[src/rtl/mps_pkg.sv]
package mps_pkg;

  // Number of registered XOR levels needed to fold n bits with fan-in f.
  function automatic int tree_levels(input int n, input int f);
    int w;
    int lv;
    w  = n;
    lv = 0;
    do begin
      w  = (w + f - 1) / f;
      lv = lv + 1;
    end while (w > 1);
    return lv;
  endfunction

  // Width of the vector entering level k (k = 0 is the captured word).
  function automatic int level_width(input int n, input int f, input int k);
    int w;
    w = n;
    for (int i = 0; i < k; i++) w = (w + f - 1) / f;
    return w;
  endfunction

endpackage

[src/rtl/mps_capture.sv]
module mps_capture #(
  parameter int PHASES = 64
) (
  input  logic              clk,
  input  logic              rst_n,
  input  logic              en,
  input  logic [PHASES-1:0] phase_i,
  output logic [PHASES-1:0] smp_o
);

  // One flip-flop per phase line, all sharing the same edge.
  for (genvar i = 0; i < PHASES; i++) begin : g_ff
    always_ff @(posedge clk or negedge rst_n) begin
      if (!rst_n)  smp_o[i] <= 1'b0;
      else if (en) smp_o[i] <= phase_i[i];
    end
  end

endmodule

[src/rtl/mps_xor_tree.sv]
module mps_xor_tree
  import mps_pkg::*;
#(
  parameter int WIDTH = 64,
  parameter int FANIN = 6
) (
  input  logic             clk,
  input  logic             rst_n,
  input  logic             en,
  input  logic [WIDTH-1:0] din,
  output logic             dout
);

  localparam int LEVELS = tree_levels(WIDTH, FANIN);

  for (genvar k = 0; k < LEVELS; k++) begin : g_lvl
    localparam int WI = level_width(WIDTH, FANIN, k);
    localparam int WO = level_width(WIDTH, FANIN, k + 1);

    logic [WI-1:0] src;
    logic [WO-1:0] nxt;
    logic [WO-1:0] q;

    if (k == 0) begin : g_src0
      assign src = din;
    end else begin : g_srcn
      assign src = g_lvl[k-1].q;
    end

    always_comb begin
      for (int g = 0; g < WO; g++) begin
        nxt[g] = 1'b0;
        for (int i = 0; i < FANIN; i++) begin
          if (g * FANIN + i < WI) nxt[g] = nxt[g] ^ src[g * FANIN + i];
        end
      end
    end

    always_ff @(posedge clk or negedge rst_n) begin
      if (!rst_n)  q <= '0;
      else if (en) q <= nxt;
    end
  end

  assign dout = g_lvl[LEVELS-1].q[0];

endmodule

[src/rtl/mps_valid_delay.sv]
module mps_valid_delay #(
  parameter int DEPTH = 4
) (
  input  logic clk,
  input  logic rst_n,
  input  logic en,
  output logic vld_o
);

  // Fill marker: a 1 walks in on every enabled edge and stays once at the end.
  logic [DEPTH-1:0] sr;

  always_ff @(posedge clk or negedge rst_n) begin
    if (!rst_n)  sr <= '0;
    else if (en) sr <= {sr[DEPTH-2:0], 1'b1};
  end

  assign vld_o = sr[DEPTH-1];

endmodule

[src/rtl/mps_decimator.sv]
module mps_decimator #(
  parameter int ORDER = 8
) (
  input  logic clk,
  input  logic rst_n,
  input  logic en,
  input  logic raw_vld,
  input  logic raw_bit,
  output logic out_bit,
  output logic out_vld
);

  if (ORDER == 1) begin : g_pass
    always_ff @(posedge clk or negedge rst_n) begin
      if (!rst_n) begin
        out_bit <= 1'b0;
        out_vld <= 1'b0;
      end else begin
        out_vld <= 1'b0;
        if (en && raw_vld) begin
          out_bit <= raw_bit;
          out_vld <= 1'b1;
        end
      end
    end
  end else begin : g_group
    localparam int CW = $clog2(ORDER);
    localparam logic [CW-1:0] LAST = CW'(ORDER - 1);

    logic [CW-1:0] cnt;
    logic          acc;

    always_ff @(posedge clk or negedge rst_n) begin
      if (!rst_n) begin
        cnt     <= '0;
        acc     <= 1'b0;
        out_bit <= 1'b0;
        out_vld <= 1'b0;
      end else begin
        out_vld <= 1'b0;
        if (en && raw_vld) begin
          if (cnt == LAST) begin
            out_bit <= acc ^ raw_bit;
            out_vld <= 1'b1;
            acc     <= 1'b0;
            cnt     <= '0;
          end else begin
            acc <= acc ^ raw_bit;
            cnt <= cnt + 1'b1;
          end
        end
      end
    end
  end

endmodule

[src/rtl/mps_parity_sampler.sv]
module mps_parity_sampler
  import mps_pkg::*;
#(
  parameter int PHASES      = 64,
  parameter int DECIM_ORDER = 8,
  parameter int TREE_FANIN  = 6
) (
  input  logic              clk,
  input  logic              rst_n,
  input  logic              enable,
  input  logic [PHASES-1:0] phase_in,
  output logic              bit_out,
  output logic              bit_valid
);

  localparam int LEVELS     = tree_levels(PHASES, TREE_FANIN);
  localparam int PIPE_DEPTH = LEVELS + 1;

  logic [PHASES-1:0] smp;
  logic              raw_bit;
  logic              raw_vld;

  mps_capture #(.PHASES(PHASES)) i_capture (
    .clk     (clk),
    .rst_n   (rst_n),
    .en      (enable),
    .phase_i (phase_in),
    .smp_o   (smp)
  );

  mps_xor_tree #(.WIDTH(PHASES), .FANIN(TREE_FANIN)) i_tree (
    .clk   (clk),
    .rst_n (rst_n),
    .en    (enable),
    .din   (smp),
    .dout  (raw_bit)
  );

  mps_valid_delay #(.DEPTH(PIPE_DEPTH)) i_fill (
    .clk   (clk),
    .rst_n (rst_n),
    .en    (enable),
    .vld_o (raw_vld)
  );

  mps_decimator #(.ORDER(DECIM_ORDER)) i_decim (
    .clk     (clk),
    .rst_n   (rst_n),
    .en      (enable),
    .raw_vld (raw_vld),
    .raw_bit (raw_bit),
    .out_bit (bit_out),
    .out_vld (bit_valid)
  );

endmodule

[config.mk]
export PLATFORM = sky130hd
export DESIGN_NAME = mps_parity_sampler
export DESIGN_NICKNAME = d
export VERILOG_FILES = /design/src/rtl/mps_pkg.sv /design/src/rtl/mps_capture.sv /design/src/rtl/mps_xor_tree.sv /design/src/rtl/mps_valid_delay.sv /design/src/rtl/mps_decimator.sv /design/src/rtl/mps_parity_sampler.sv
export SDC_FILE = /design/constraint.sdc
export NUM_CORES = 1
export LEC_CHECK = 0
export ABC_AREA = 1
export CELL_PAD_IN_SITES_DETAIL_PLACEMENT = 1
export CELL_PAD_IN_SITES_GLOBAL_PLACEMENT = 1
export CORE_MARGIN = 1
export CORE_UTILIZATION = 42
export CTS_CLUSTER_SIZE = 40
export DETAILED_ROUTE_END_ITERATION = 10
export PLACE_DENSITY_LB_ADDON = 0.08
export SYNTH_ARGS = -nofsm -noshare
export SYNTH_HDL_FRONTEND = slang
export SYNTH_SLANG_ARGS = --single-unit
[constraint.sdc]
create_clock -name clk -period 2.03 [get_ports clk]
set_clock_uncertainty 0.15 [all_clocks]
set_input_delay 0.5075 -clock clk [delete_from_list [all_inputs] [get_ports clk]]
set_output_delay 0.5075 -clock clk [all_outputs]
set_load 0.01 [all_outputs]
-- Word level (Yosys, flattened, before mapping)
Cells that the tools add are included.
- $add $sub $neg: 1
- equal/unequal tests: 1
- muxes and demuxes: 4
- bitwise gates (word level): 64
- reductions and logical operators: 2
- operators by type and width (operator ; count):
    1-bit XOR ; 64
    3-bit by 1-bit adder with 3-bit output, second input constant ; 1
    3-bit == test, second input constant ; 1
    1-bit two-way mux ; 3
    3-bit two-way mux ; 1
    2-bit AND reduction ; 1
    1-bit logical AND ; 1
- flip-flop bits (word level): 88
- input port bits: 67
- output and inout bits: 2
- logic and storage cells: 144

-- Longest topological paths before layout
Gate-level depths: netlist (run 1).
- word-level depth: 5
- mapped depth: 8
- depth with buffers taken out: 8

-- By module
From an unflattened synthesis (run 1), not the netlist that was laid out.
- cells, all modules: 657
- area, all modules: 4620.7 um^2
- by module, submodules not included (module ; instances ; cells each ; area an instance (um^2) ; seq. area each (um^2)):
    mps_capture ; 1 ; 270 ; 2446.1 ; 1601.5
    mps_xor_tree ; 1 ; 338 ; 1732.9 ; 350.3
    mps_decimator ; 1 ; 34 ; 297.8 ; 150.1
    mps_valid_delay ; 1 ; 15 ; 143.9 ; 100.1

-- Least setup slack after synthesis (run 1)
OpenSTA, ideal clock, no wires.
- kind: reg2reg
- from: register i_decim.g_group.cnt[0]
- to: register i_decim.out_bit
- library setup time: 0.119 ns
- arrival time: 1.033 ns
- data required time: 1.761 ns
- path slack: 0.729 ns
- stages on the path, launching flop included: 6
- buffers on the path: 0
- period minus slack after synthesis: 1.301 ns
- cell sequence: dfrtp_1 ha_1 ha_1 inv_1 nor2_2 o21a_1
- word-level cells in the longest chain between the ends: 2
- RTL lines (item ; RTL line ; text):
    start: declaration ; mps_decimator.sv:30 ; logic [CW-1:0] cnt;
    start signal: assignment ; mps_decimator.sv:49 ; cnt <= cnt + 1'b1;
    3-bit == test ; mps_decimator.sv:42 ; if (cnt == LAST) begin
    2-bit AND reduction (no line) ; -- ;
    end signal: assignment ; mps_decimator.sv:43 ; out_bit <= acc ^ raw_bit;
    end: declaration ; mps_decimator.sv:9 ; output logic out_bit,
Every way passes these cells.
A chain may end at the register's enable or synchronous reset.

-- Final worst setup path (run 1)
- from: register i_decim.out_bit
- to: output port bit_out
- RTL lines (item ; RTL line ; text):
    end: declaration ; mps_parity_sampler.sv:12 ; output logic bit_out,
No word-level cell between the ends.

==> reports/results.ini, run 1 <==
[final_layout]
final_area_sq_um=5667
areaGrowthSynthToFinish_pct=20.29
antenna_cells=0
final_cell_mix=nand2_1, dfrtp_1, inv_1
final_common_cell=nand2_1
layout-drive-gt1-share=0.02941
nets=813

[route]
drc_errors=0
wl_met2_um=6080
firstDrtPassIters=4
wl_per_cell_um=12.90
wl_met1_um=4920
highest_layer=met4
routed_wl_um=11460
via_count=4397
vias_per_cell=4.952
ant_nets=0
drt-initial-drc-count=133
routed-wl-met3_um=213

[timing]
slew_headroom=0.5646
fin_setup_tns_ns=0
grt_setup_unrepaired=no
drv_slew=0
finalSetupViolations=0
worst_pin_slew_ns=0.6523
final_hold_viol_count=0
period_share=0.9492
post-route-min-period_ns=1.927
fmax_mhz=519.0

[critical_path]
cp.required_ns=1.37
end_kind=output port
cp.arrival_ns=1.27
crit_buf_inv=1
slowest_stage=clkdlybuf4s50_1
worstPathCellList=clkdlybuf4s50_1
critPathTopFamily=buffers and inverters
startpoint_type=flip-flop
crit_fanout=2
setup.worst_path.class=reg2out
cpPeakStageDelay_ns=0.54

[yosys]
synthMuxAreaShare=0
synth_top_family_by_area=simple AND/OR/NAND/NOR gates
synthSimpleGateAreaFrac=0.3541
ys_ff_latch=88
synthAdderAreaFrac=0.005312
synth-compound-area-share=0.07331
syn_nets=747
synth-seq-area-share=0.4675
synth_cell_types=19
synth_xor_xnor_area_share=0.009296
yosysWarnings=0
synth_top_area_share=0.4675
synth_top_area_cell=dfrtp_1
synth.area.top_cells=dfrtp_1, nand2_1, nand3_1
syn-cell-area_sq_um=4711
avgSynthCellArea_sq_um=6.948
syn_inst=678

[floorplan]
fp-row-count=38
initial_core_util=0.4327
dieArea_sq_um=11640
die_y_um=107.9
core_sq_um=10890
die_x_um=107.9
io_pins=69

[grt]
grt_pass1_wl_um=19730
grt.overflow.total=0
grt_max_degree=92
antenna_found_initial=0
grt_pass1_vias=4658
track_usage=0.2169

[clock_tree]
clk_latency_ns=0.37
cts_sinks=88
cts_tree=built
cts.path.max_buffers=2
cts_max_level=3
clk_pin_slew_ns=0.09
root_buffer=clkbuf_8
postCtsSetupBuffers=0
cts_inserted_buffers=9

[pwr]
p_leak_uw=0.003055
powerDensity_nw_per_um2=783.1
peakVddDrop_mv=0.3051

[worst_hold_path]
min_path_type=reg2reg

[placement]
gp_congestion=0.7765
dp_hpwl_um=8735
port-buffer-count=68
place_area_sq_um=5484

[run_status]
status=finished clean

[run]
maxCapViolations=0

[final timing paths]
check / cells after the start / slack, ns / to / from
worst max-delay path: 1 / 0.10 / bit_out / i_decim.out_bit
worst min-delay path: 1 / 0.32 / i_fill.sr[0] / i_fill.sr[0]
worst max register to register: 5 / 0.67 / i_decim.out_bit / i_decim.g_group.cnt[0]
worst min register to register: 1 / 0.32 / i_fill.sr[0] / i_fill.sr[0]
max in group asynchronous: 3 / 0.77 / i_capture.smp_o[20] / rst_n
min in group asynchronous: 2 / 0.43 / i_capture.smp_o[2] / rst_n
[repair_timing]
| item | 4_1_cts | 5_1_grt |
|---|---|---|
| setup endpoints to repair | 0 | 0 |
| gates resized for setup | 0 | 0 |
| hold buffers | 1 | 0 |
| hold endpoints to repair | 24 | 0 |
[Yosys cell counts]
cell type and count:
buf_6 10, a21oi_1 2, buf_2 2, dfrtp_1 88, o31ai_1 1, o21a_1 1, o21ai_0 56, ha_1 2
o21ai_1 8, xnor2_1 4, nand2_2 1, nand3_1 59, nor2_2 1, nand2_1 359, clkbuf_1 6, nand2b_1 1
xor2_1 1, or2_1 1, inv_1 75
[layer usage]
metal / GRT usage / up-vias
li1: - / 2218
met1: 0.2395 / 2110
met2: 0.4093 / 51
met3: 0.02724 / 18
met4: 0.1027 / 0
met5: 0 / -
[registers in the layout (all words and copies together), names as in the netlist]
register and count:
i_tree.dout 1, i_fill.sr 4, i_capture.smp_o 64, i_tree.g_lvl.q 13, i_decim.g_group.cnt 3, i_decim.out_bit 1, i_decim.out_vld 1, i_decim.g_group.acc 1
[cell families (layout without fill, tap and decap cells)]
| family | after synthesis | in the layout |
|---|---|---|
| AOI/OAI and AO/OA | 68 | 68 |
| adders and majority gates | 2 | 2 |
| buffers and inverters | 93 | 163 |
| xor gates and xnor gates | 5 | 5 |
| DFF | 88 | 88 |
| and+or+nand+nor | 422 | 422 |
[area by class of cell]
class                           instances  area [sq um]
Fill cell                            1446          5221
Sequential cell                        88          2202
Multi-Input combinational cell        497          2082
Timing Repair Buffer                   73         753.2
Inverter                               75         281.5
Tap cell                              140         175.2
Clock buffer                           12         155.1
Clock inverter                          3         17.52
[power by group]
group | internal [uW] | switching (uW)
Clock | 502 | 623
Sequential | 1990 | 187
Combinational | 488 | 648
[stage by stage]
step,instances,hold WS [ns],total power [uW],setup slack [ns],util
floorplan,678,0.06191,2937,0.7287,-
global placement,872,0.2995,3263,0.3450,0.5037
detailed placement,872,0.3037,3365,0.2870,0.5037
CTS,888,0.3261,4517,0.07534,0.5205
global route,888,0.3625,4757,0.07855,0.5205
finish,888,0.3226,4438,0.1031,0.5205
Note: power is estimated with default switching activity, not from simulation.
==> run 2: changes to the inputs <==
--- a/config.mk
+++ b/config.mk
@@ -12,7 +12,9 @@
 export CORE_UTILIZATION = 42
 export CTS_CLUSTER_SIZE = 40
 export DETAILED_ROUTE_END_ITERATION = 10
-export PLACE_DENSITY_LB_ADDON = 0.08
+export PLACE_DENSITY = 0.94
+export REMOVE_ABC_BUFFERS = 1
+export SETUP_SLACK_MARGIN = 0.4
 export SYNTH_ARGS = -nofsm -noshare
 export SYNTH_HDL_FRONTEND = slang
 export SYNTH_SLANG_ARGS = --single-unit
==> run 2 against run 1 <==
Effect of this change:
- critical endpoint unchanged
- register-to-register slack worse by 0.03 ns
- cell count up 0.23%
- routed wire length up 6.3%
- sequential share of layout area down 0.13 points
- total power up 3.8%
- critical path depth unchanged
- sequential power about the same
==> reports/results.ini, run 2 (same netlist as run 1, synthesis figures left out) <==
[critical_path]
end_kind=output port
cp.required_ns=1.37
reg2reg_slack_ns=0.64
crit_buf_inv=1
critPathTopFamily=flip-flops
worstPathCellList=buf_2
r2r-end=i_decim.out_bit
crit_fanout=2
setup.worst_path.class=reg2out
reg2regPathDepth=5
slowest_stage=dfrtp_1
cp.arrival_ns=0.90
startpoint_type=flip-flop
r2r_start=i_decim.g_group.cnt[0]
cpPeakStageDelay_ns=0.39

[grt]
grt_pass1_wl_um=21090
track_usage=0.2303
grt_pass1_vias=4833
grt_max_degree=56
antenna_found_initial=0
grt.overflow.total=0

[timing]
drv_slew=0
final_hold_viol_count=0
fmax_mhz=643.3
post-route-min-period_ns=1.555
finalSetupViolations=0
grt_setup_unrepaired=no
worst_pin_slew_ns=0.5921
slew_headroom=0.6049
setup_ws_ns=0.4754
fin_setup_tns_ns=0
period_share=0.7658

[placement]
gp_congestion=0.7656
dp_slack_ns=0.3443
dp_hpwl_um=9202
port-buffer-count=68

[pwr]
p_leak_uw=0.003071
powerDensity_nw_per_um2=810.4
peakVddDrop_mv=0.3122

[route]
vias_per_cell=4.965
ant_nets=0
routed_wl_um=12180
wl_per_cell_um=13.69
drc_errors=0
via_count=4419
firstDrtPassIters=4
drt-initial-drc-count=201

[floorplan]
core_sq_um=10890
die_y_um=107.9
fp-row-count=38
die_x_um=107.9
dieArea_sq_um=11640
initial_core_util=0.4327
io_pins=69

[worst_hold_path]
min_to=i_capture.smp_o[27]
holdPathStages=2
min-delay-start=enable
min_path_type=in2reg

[final_layout]
nets=814
regMostFlops=i_capture.smp_o
largestRegisters=i_capture.smp_o x64, i_tree.g_lvl.q x13, i_fill.sr x4
final_common_cell=nand2_1
largest_reg_flops=64
layout-drive-gt1-share=0.03600
areaGrowthSynthToFinish_pct=20.69
antenna_cells=0
final_cell_mix=nand2_1, dfrtp_1, inv_1

[clock_tree]
root_buffer=clkbuf_8
postCtsSetupBuffers=0
cts_max_level=3
clk_pin_slew_ns=0.09
cts.path.max_buffers=2
cts_sinks=88
cts_inserted_buffers=9
cts_tree=built
clk_latency_ns=0.37

[run]
maxCapViolations=0

[run_status]
status=finished clean

## run 2: per-layer routing
layer  wire (um)  global-route usage
met1        5090              0.2560
met2        6656              0.4469
met3         314             0.03692
met4         119             0.06556
met5           0                   0
## run 2: final cells by class
class	instances	area (sq um)
clock inverters	5	55.05
clock buffers	11	151.4
inverters	75	281.5
fillers	1440	5202
well taps	140	175.2
repair buffers	74	738.2
multi-input cells	497	2082
flip-flops and latches	88	2202
## run 2: worst max-delay path by stage
stage / startpoint / to / slack [ns] / cells after the start
after floorplan: i_decim.g_group.cnt[0] / i_decim.out_bit / 0.73 / 5
after global placement: enable / i_fill.sr[2] / 0.40 / 3
after detailed placement: enable / i_capture.smp_o[55] / 0.34 / 3
after CTS: i_decim.out_bit / bit_out / 0.46 / 1
after global routing: i_decim.out_bit / bit_out / 0.43 / 1
final: i_decim.out_bit / bit_out / 0.48 / 1
## run 2: power breakdown
group          total [uW]  switching (uW)  internal (uW)
sequential           2180             194           1990
combinational        1140             664            475
clock                1280             652            632
## run 2: repair_timing
action                     4_1_cts  5_1_grt
hold buffers                     1        0
resized for setup                8        0
setup endpoints to repair        2        0
hold endpoints to repair        21        0
## run 2: stage by stage
| stage | instance area (sq um) | total power, uW | instances | util | hold slack (ns) |
|---|---|---|---|---|---|
| final | 5685 | 4607 | 890 | 0.5222 | 0.3430 |
| after global routing | 5685 | 4939 | 890 | 0.5222 | 0.3592 |
| after CTS | 5685 | 4658 | 890 | 0.5222 | 0.3376 |
| after detailed placement | 5479 | 3369 | 873 | 0.5032 | 0.2873 |
| after global placement | 5479 | 3240 | 873 | 0.5032 | 0.2844 |
| after floorplan | 4566 | 2886 | 660 | - | 0.06191 |
==> run 3: changes to the inputs <==
--- a/config.mk
+++ b/config.mk
@@ -9,10 +9,10 @@
 export CELL_PAD_IN_SITES_DETAIL_PLACEMENT = 1
 export CELL_PAD_IN_SITES_GLOBAL_PLACEMENT = 1
 export CORE_MARGIN = 1
-export CORE_UTILIZATION = 42
+export CORE_UTILIZATION = 39
 export CTS_CLUSTER_SIZE = 40
 export DETAILED_ROUTE_END_ITERATION = 10
-export PLACE_DENSITY = 0.94
+export PLACE_DENSITY = 0.89
 export REMOVE_ABC_BUFFERS = 1
 export SETUP_SLACK_MARGIN = 0.4
 export SYNTH_ARGS = -nofsm -noshare
==> constraint.sdc (replaced) <==
create_clock -name clk -period 1.49 [get_ports clk]
set_clock_uncertainty 0.15 [all_clocks]
set_input_delay 0.3725 -clock clk [delete_from_list [all_inputs] [get_ports clk]]
set_output_delay 0.3725 -clock clk [all_outputs]
set_load 0.01 [all_outputs]
==> run 3 against run 2 <==
Effect of this change:
- the run now ends with design-rule violations left
- first-iteration DRC count decreased by 30%
- cell count increased by 7.3%
- largest cell class is now multi-input combinational cells
- utilization increased by 3.8 points
- die area increased by 7.6%
- combinational power increased by 92%
- flip-flop and latch count unchanged
- hold slack got worse by 0.14 ns
- via count increased by 7.6%
- global-route usage decreased by 1.5 points
- count of clock-buffer cells in the layout increased by 1
==> reports/results.ini, run 3 (same netlist as run 1, synthesis figures left out) <==
[run_status]
status=finished, violations left
violations=design-rule violations

[final_layout]
layout-drive-gt1-share=0.2796
multiInputGateArea_sq_um=2328
largestRegisters=i_capture.smp_o x64, i_tree.g_lvl.q x13, i_fill.sr x4
final_cells=955
regArea_sq_um=2202
final_area_sq_um=6509
antenna_cells=0
regMostFlops=i_capture.smp_o
final_common_cell=nand2_1
final_cell_mix=nand2_1, dfrtp_1, buf_4
largest_reg_flops=64
areaGrowthSynthToFinish_pct=38.17
n_fill_cell=1478
nets=879
post-route-util=0.5604

[clock_tree]
clk_latency_ns=0.35
cts_sinks=88
cts_max_level=3
cts.path.max_buffers=2
root_buffer=clkbuf_16
cts_tree=built
cts_inserted_buffers=9
clk_pin_slew_ns=0.06

[timing]
slew_headroom=0.7664
final_hold_viol_count=0
finalSetupViolations=0
setup_ws_ns=0.1097
holdWs_ns=0.2049
grt_setup_unrepaired=yes
drv_slew=0
worst_pin_slew_ns=0.3479
fmax_mhz=724.5
period_share=0.9264
post-route-min-period_ns=1.380

[critical_path]
critPathTopFamily=flip-flops
cpPeakStageDelay_ns=0.37
startpoint_type=flip-flop
r2r-end=i_decim.out_bit
slowest_stage=dfrtp_1
reg2reg_slack_ns=0.20
r2r_start=i_decim.g_group.cnt[0]
crit_buf_inv=1
cp.arrival_ns=0.86
end_kind=output port
cp.required_ns=0.97
setup.worst_path.class=reg2out
worstPathCellList=buf_2
reg2regPathDepth=6
crit_fanout=2

[placement]
place_area_sq_um=5503
dp_slack_ns=-0.02579
place_inst=877
dp_hpwl_um=8739
port-buffer-count=68
gp_congestion=0.7902

[floorplan]
die_x_um=111.9
core_sq_um=11610
io_pins=69
dieArea_sq_um=12520
fp-row-count=39
initial_core_util=0.4056
die_y_um=111.9

[route]
via_count=4755
highest_layer=met4
drt-initial-drc-count=140
routed-wl-met3_um=350
drc_errors=5
wl_met2_um=7446
firstDrtPassIters=7
routed_wl_um=13600
wl_per_cell_um=14.24
vias_per_cell=4.979
wl_met1_um=5554
ant_nets=0

[grt]
grt_pass1_wl_um=21850
grt_pass1_vias=5142
grt.overflow.total=0
grt_max_degree=84
antenna_found_initial=0
track_usage=0.2153

[pwr]
peakVddDrop_mv=0.7751
powerDensity_nw_per_um2=1126
p_leak_uw=0.003398

[worst_hold_path]
holdPathStages=2
min_to=i_capture.smp_o[38]
min-delay-start=enable
min_path_type=in2reg

[run]
maxCapViolations=0

run 3: how the worst max path moves through the flow:
stage,cells after the start,endpoint,start
4_1_cts,1,bit_out,i_decim.out_bit
3_5_place_dp,3,i_fill.sr[2],enable
3_3_place_gp,3,i_fill.sr[2],enable
6_report,1,bit_out,i_decim.out_bit
2_1_floorplan,5,i_decim.out_bit,i_decim.g_group.cnt[0]
5_1_grt,1,bit_out,i_decim.out_bit
run 3: timing repair:
action / 4_1_cts / 5_1_grt
resized for setup: 89 / 70
setup endpoints to repair: 23 / 30
cloned: 0 / 1
pin swaps: 27 / 50
endpoints found under the hold margin: 88 / 0
setup buffers: 35 / 28
hold buffers: 1 / 0
run 3: layout make-up:
type	instances	area share
multi-input cells	497	0.3577
flip-flops and latches	88	0.3383
repair buffers	138	0.1909
inverters	75	0.04421
clock buffers	12	0.03941
well taps	143	0.02749
repair inverters	1	0.001153
clock inverters	1	0.0007689
run 3: metal layers:
layer,GRT usage,vias up
met5,0,-
met4,0.07838,0
met3,0.03430,23
met2,0.4199,72
met1,0.2311,2303
li1,-,2357
run 3: power breakdown:
group	total, uW	internal, uW	switching [uW]
Clock	2120	1190	925
Sequential	3020	2720	309
Combinational	2190	1040	1150
run 3: metrics by stage:
step	TNS, ns	power (uW)
6_report	0	7329
3_5_place_dp	-0.02579	4580
3_3_place_gp	0	4423
5_1_grt	0	7760
4_1_cts	0	6992
2_1_floorplan	0	3932
